[config.mk]
export PLATFORM = sky130hd
export DESIGN_NAME = lfsr_paged_pc
export DESIGN_NICKNAME = d
export VERILOG_FILES = /design/src/rtl/lfsr_pc_pkg.sv /design/src/rtl/lfsr_pc_phase.sv /design/src/rtl/lfsr_pc_core.sv /design/src/rtl/lfsr_pc_xlate.sv /design/src/rtl/lfsr_paged_pc.sv
export SDC_FILE = /design/constraint.sdc
export NUM_CORES = 1
export LEC_CHECK = 0
export CAP_MARGIN = 30
export CORE_ASPECT_RATIO = 1.4
export CORE_UTILIZATION = 48
export DETAILED_ROUTE_END_ITERATION = 6
export DONT_BUFFER_PORTS = 1
export SYNTH_ARGS = -nofsm -noshare
export SYNTH_HDL_FRONTEND = slang
export SYNTH_HIERARCHICAL = 1
export SYNTH_SLANG_ARGS = --single-unit
[constraint.sdc]
create_clock -name clk -period 2.6 [get_ports clk]
set_input_delay 0.65 -clock clk [delete_from_list [all_inputs] [get_ports clk]]
set_output_delay 0.65 -clock clk [all_outputs]
set_load 0.03 [all_outputs]
[src/rtl/lfsr_pc_pkg.sv]
// Package: shared sizing and the in-page step function.
// Assumes the step width is at least 2 bits.
package lfsr_pc_pkg;

    localparam int ADDR_W_DEF = 9;
    localparam int STEP_W_DEF = 6;
    localparam int PHASES_DEF = 4;

    // Advance one in-page value along the shift-register sequence.
    function automatic logic [STEP_W_DEF-1:0] step_next(input logic [STEP_W_DEF-1:0] cur);
        logic fb;
        fb = ((cur[STEP_W_DEF-1:1] == '0) ? 1'b1 : 1'b0) ^ cur[1] ^ cur[0];
        return {fb, cur[STEP_W_DEF-1:1]};
    endfunction

endpackage

[src/rtl/lfsr_pc_phase.sv]
// Module: four-phase (parameterised) machine-cycle sequencer.
// Produces a one-clock strobe on the first phase of each machine cycle.
// Assumes PHASES >= 2; the phase holds while cyc_en is low.
module lfsr_pc_phase #(
    parameter int PHASES = 4,
    localparam int PH_W = (PHASES > 1) ? $clog2(PHASES) : 1
) (
    input  logic            clk,
    input  logic            rst_n,
    input  logic            cyc_en,
    output logic [PH_W-1:0] phase,
    output logic            cyc_start
);

    localparam logic [PH_W-1:0] LAST = PH_W'(PHASES - 1);

    // Phase counter: wraps after the last phase, moves only when enabled.
    always_ff @(posedge clk) begin
        if (!rst_n)
            phase <= '0;
        else if (cyc_en)
            phase <= (phase == LAST) ? '0 : phase + 1'b1;
    end

    // Cycle-start strobe: the first phase of an enabled cycle.
    assign cyc_start = cyc_en && (phase == '0);

endmodule

[src/rtl/lfsr_pc_core.sv]
// Module: address registers for the program counter.
// Steps the in-page field at cycle start, keeps the page, loads on request.
// Assumes the in-page width matches the package step function.
module lfsr_pc_core
    import lfsr_pc_pkg::*;
#(
    parameter int ADDR_W = ADDR_W_DEF,
    localparam int STEP_W = STEP_W_DEF
) (
    input  logic              clk,
    input  logic              rst_n,
    input  logic              cyc_start,
    input  logic              adv_req,
    input  logic              ld_req,
    input  logic [ADDR_W-1:0] ld_addr,
    output logic [ADDR_W-1:0] pc_addr,
    output logic [ADDR_W-1:0] pc_prev
);

    logic [ADDR_W-1:0] stepped;
    logic              update;

    // Next sequential address: page bits untouched, low field stepped.
    assign stepped = {pc_addr[ADDR_W-1:STEP_W], step_next(pc_addr[STEP_W-1:0])};
    assign update  = cyc_start && (ld_req || adv_req);

    // Current/previous address registers; load beats advance.
    always_ff @(posedge clk) begin
        if (!rst_n) begin
            pc_addr <= '0;
            pc_prev <= '0;
        end else if (update) begin
            pc_prev <= pc_addr;
            pc_addr <= ld_req ? ld_addr : stepped;
        end
    end

endmodule

[src/rtl/lfsr_pc_xlate.sv]
// Module: combinational translator between linear step number and real
// in-page address. The sequence table is derived from the step function.
// Assumes the step function has a full 2**STEP_W period.
module lfsr_pc_xlate
    import lfsr_pc_pkg::*;
#(
    parameter int ADDR_W = ADDR_W_DEF,
    localparam int STEP_W = STEP_W_DEF,
    localparam int STEPS = 1 << STEP_W
) (
    input  logic [ADDR_W-1:0] lin_in,
    output logic [ADDR_W-1:0] real_out,
    input  logic [ADDR_W-1:0] real_in,
    output logic [ADDR_W-1:0] lin_out
);

    logic [STEP_W-1:0] seq [STEPS];
    logic [STEP_W-1:0] inv_idx;

    // Sequence table: entry k is the value after k steps from zero.
    assign seq[0] = '0;
    for (genvar k = 1; k < STEPS; k++) begin : g_seq
        assign seq[k] = step_next(seq[k-1]);
    end

    // Forward lookup keeps the page.
    assign real_out = {lin_in[ADDR_W-1:STEP_W], seq[lin_in[STEP_W-1:0]]};

    // Inverse lookup: find the step number holding the real value.
    always_comb begin
        inv_idx = '0;
        for (int k = 0; k < STEPS; k++)
            if (seq[k] == real_in[STEP_W-1:0])
                inv_idx = STEP_W'(k);
    end

    assign lin_out = {real_in[ADDR_W-1:STEP_W], inv_idx};

endmodule

[src/rtl/lfsr_paged_pc.sv]
// Module: top of the paged program counter.
// Ties together the phase sequencer, the address registers and the
// translator. Assumes synchronous active-low reset.
module lfsr_paged_pc
    import lfsr_pc_pkg::*;
#(
    parameter int ADDR_W = ADDR_W_DEF,
    parameter int PHASES = PHASES_DEF,
    localparam int PH_W = (PHASES > 1) ? $clog2(PHASES) : 1
) (
    input  logic              clk,
    input  logic              rst_n,
    input  logic              cyc_en,
    input  logic              adv_req,
    input  logic              ld_req,
    input  logic [ADDR_W-1:0] ld_addr,
    output logic [ADDR_W-1:0] pc_addr,
    output logic [ADDR_W-1:0] pc_prev,
    input  logic [ADDR_W-1:0] xl_lin_in,
    output logic [ADDR_W-1:0] xl_real_out,
    input  logic [ADDR_W-1:0] xl_real_in,
    output logic [ADDR_W-1:0] xl_lin_out
);

    logic [PH_W-1:0] phase;
    logic            cyc_start;

    lfsr_pc_phase #(.PHASES(PHASES)) u_phase (
        .clk       (clk),
        .rst_n     (rst_n),
        .cyc_en    (cyc_en),
        .phase     (phase),
        .cyc_start (cyc_start)
    );

    lfsr_pc_core #(.ADDR_W(ADDR_W)) u_core (
        .clk       (clk),
        .rst_n     (rst_n),
        .cyc_start (cyc_start),
        .adv_req   (adv_req),
        .ld_req    (ld_req),
        .ld_addr   (ld_addr),
        .pc_addr   (pc_addr),
        .pc_prev   (pc_prev)
    );

    lfsr_pc_xlate #(.ADDR_W(ADDR_W)) u_xlate (
        .lin_in   (xl_lin_in),
        .real_out (xl_real_out),
        .real_in  (xl_real_in),
        .lin_out  (xl_lin_out)
    );

endmodule

==> results_dict.tcl <==
set metrics [dict create \
    core_area_sq_um 4880 \
    finalNetCount 361 \
    grt_first_pass_wirelength_um 10050 \
    worstSetupStartpointType "input port" \
    cp-end-kind "output port" \
    worstMarginPinSlew_ns 0.6244 \
    r2r_end "u_core/pc_addr[0]$_SDFFE_PN0P_" \
    die_y_um 86.73 \
    fin_crit_ns 2.630 \
    boundaryPins 68 \
    avgSynthCellArea_sq_um 7.325 \
    fillers 488 \
    hold_violations 0 \
    grt_max_degree 41 \
    period_share 1.012 \
    status "finished with violations" \
    start_util 0.5044 \
    synth_edf_count 0 \
    cts_max_path_buffers 2 \
    fin_skew_ns 0.008615 \
    antenna_cells 0 \
    yosysTopAreaCell "dfxtp_1" \
    routed_wl_um 6044 \
    worstRegToRegCells 6 \
    cts_made_buffers 3 \
    rows 30 \
    final_util 0.5354 \
    clock_latency_ns 0.26 \
    firstDrtPassIters 4 \
    critical_path_class "input port to output port" \
    grt_pass1_vias 2223 \
    seq_area_frac_synth 0.1627 \
    r2r_start "u_phase/phase[0]$_SDFFE_PN0P_" \
    synth.distinct_cells 71 \
    multi_input_area_sq_um 1881 \
    crit_slowest_cell "mux4_2" \
    wl_per_cell_um 15.82 \
    gp_congestion 0.8544 \
    critPathMaxStageDelay_ns 0.56 \
    cp-startpoint "xl_lin_in[0]" \
    drv_cap 0 \
    ys_warn_count 6 \
    syn_inst 336 \
    syn-cell-area_sq_um 2461 \
    cts_max_level 1 \
    postSynth.asyncResetShare 0 \
    ys.flop_type "dfxtp_1" \
    report.final.slew_viol_count 0 \
    power.total_mw 1.036 \
    rsz0062_at_grt "yes" \
    crit_arrival_ns 1.98 \
    worstHoldPathType "input port to register" \
    endpoint "xl_real_out[1]" \
    ff_latch_area_sq_um 400.4 \
    p_leak_nw 1.001 \
    ant_nets 0 \
    dpl.hpwl_um 4237 \
    vdd_ir_drop_max_v 0.0004026 \
    drive_above_1_share 0.1761 \
    area_delta_synth_final_pct 6.152 \
    viasPerCell 6.241 \
    placedCellCount 378 \
    die_area_sq_um 5422 \
    ys_ff_latch 20 \
    path_max_fanout 12 \
    synth_top_cell_area_share 0.1627 \
    finalWorstSetupSlack_ns -0.03004 \
    maxSlewHeadroom 0.5838 \
    grt_use_total 0.2217 \
    fin_cells 382 \
    violations "setup timing" \
    antenna_found_initial 0 \
    worst_ep_required_time_ns 1.95 \
    cts_tree "built" \
    p_per_area_nw_per_um2 396.7 \
    cts_sinks 20 \
    fp.dieW_um 62.52 \
    setup-violations-final 2 \
    drtIter0Drc 237 \
    portBuffers 0 \
    vias 2384 \
    synthesis.nets 378 \
    overflow 0 \
    holdBufCountCts 0 \
    fmax_mhz 380.2 \
    drc_errors 0 \
    cp_cell_sequence "clkinvlp_4 > ha_2 > nor2_1 > a21oi_1 > o21a_1 > mux4_2" \
    clk_pin_slew_ns 0.08 \
    clockRootBuffer "clkbuf_8" \
    synth.area.top_cells "dfxtp_1 (16%), nand2_1 (7.3%), ha_1 (5.1%)" \
    reg2reg_setup_slack_ns 0.91 \
]
-- cell families after synthesis --
family                   synth area share
AO/OA/AOI/OAI                      0.3498
XOR/XNOR                         0.007119
adder cells (fa/ha/maj)           0.05084
buffers and inverters              0.1185
flip-flops                         0.1627
multiplexers                      0.05592
AND/OR/NAND/NOR                    0.2552
-- state kept, by name, summed over array words and instances, names as in the netlist --
name and cells:
u_core/pc_addr 9, u_core/pc_prev 9, u_phase/phase 2
-- worst min path at each step --
| stage | start | to | slack [ns] | cells past startpoint |
|---|---|---|---|---|
| after floorplan | u_phase/phase[1]$_SDFFE_PN0P_ | u_phase/phase[1]$_SDFFE_PN0P_ | 0.51 | 2 |
| after global placement | u_phase/phase[1]$_SDFFE_PN0P_ | u_phase/phase[1]$_SDFFE_PN0P_ | 0.53 | 2 |
| after detailed placement | u_phase/phase[1]$_SDFFE_PN0P_ | u_phase/phase[1]$_SDFFE_PN0P_ | 0.54 | 2 |
| after CTS | rst_n | u_phase/phase[0]$_SDFFE_PN0P_ | 0.50 | 1 |
| after global routing | rst_n | u_phase/phase[0]$_SDFFE_PN0P_ | 0.50 | 1 |
| final | rst_n | u_phase/phase[0]$_SDFFE_PN0P_ | 0.51 | 1 |
-- area by class of cell --
type,count,share of cell area
Multi-Input combinational cell,265,0.7198
Tap cell,64,0.03065
Timing Repair Buffer,16,0.04741
Sequential cell,20,0.1533
Clock buffer,3,0.01580
Clock inverter,1,0.01149
Inverter,13,0.02155
-- cells in the mapped netlist, types with 3 or more instances --
| library cell | count |
|---|---|
| nand2_1 | 48 |
| a21oi_1 | 20 |
| dfxtp_1 | 20 |
| o21ai_0 | 16 |
| buf_4 | 15 |
| nor2_1 | 15 |
| nor2b_1 | 13 |
| buf_2 | 11 |
| inv_1 | 11 |
| ha_1 | 10 |
| nand2b_1 | 10 |
| nand3_1 | 10 |
| a21boi_1 | 9 |
| a211oi_1 | 7 |
| clkbuf_1 | 7 |
| mux2i_1 | 7 |
| o211a_1 | 7 |
| a31oi_1 | 6 |
| o21a_1 | 6 |
| a311oi_1 | 5 |
| o211ai_1 | 5 |
| a21boi_0 | 4 |
| and3_1 | 4 |
| buf_6 | 4 |
| nor3b_1 | 4 |
| a211o_1 | 3 |
| nor3_1 | 3 |
| nor4_1 | 3 |
| o31ai_1 | 3 |
-- stage by stage --
step | setup slack [ns] | area, sq um | setup TNS [ns] | hold slack, ns
2_1_floorplan | -0.008653 | 2510 | -0.008653 | 0.5094
3_3_place_gp | -0.07412 | 2467 | -0.1782 | 0.5348
3_5_place_dp | -0.09107 | 2467 | -0.2342 | 0.5415
4_1_cts | 0.0003964 | 2580 | 0 | 0.5007
5_1_grt | -0.09714 | 2613 | -0.2638 | 0.5021
6_report | -0.03004 | 2613 | -0.03326 | 0.5064
-- per-layer routing --
metal / wire, um / vias to the layer above / global-route usage
met2: 3023 / 79 / 0.3794
met3: 323 / 14 / 0.03158
met5: 0 / - / 0
li1: - / 1185 / -
met4: 112 / 0 / 0.09514
met1: 2584 / 1106 / 0.2756
-- cells in the final DEF, fill, tap and decap left out, types with 3 or more instances in the layout --
cell and instances:
and3_1 3, ha_1 6, o211a_1 7, nor3_1 3
inv_1 9, nand2_1 47, a21oi_1 19, nand3_1 10
nor2_1 15, a21boi_1 9, o21ai_0 15, mux2i_1 7
a211o_1 3, nor2b_1 13, buf_4 15, nor3b_1 3
ha_2 3, a21boi_0 4, a311oi_1 3, a31oi_1 5
dfxtp_1 20, a211oi_2 5, nand2b_1 10, clkbuf_8 3
o211ai_1 5, o21a_1 6
-- worst max-delay path: cells and delay by family --
family	cells	cell delay [ns]
multiplexers	1	0.56
adder cells (fa/ha/maj)	1	0.28
AO/OA/AOI/OAI	2	0.23
buffers and inverters	1	0.12
AND/OR/NAND/NOR	1	0.12
-- where the power goes --
part	switching, mW	leakage, nW	total, mW	internal, mW
clock network	0.0984	0.0357	0.304	0.205
registers	0.0510	0.163	0.375	0.324
logic	0.192	0.802	0.358	0.166
total	0.341	1.00	1.04	0.695
-- what timing repair did --
| item | in CTS | in global routing |
|---|---|---|
| gates resized for setup | 10 | 7 |
| setup endpoints to repair | 4 | 5 |
| cloned | 0 | 0 |
| pin swaps | 2 | 4 |
| setup buffers | 0 | 0 |
(Power assumes the default switching activity.)
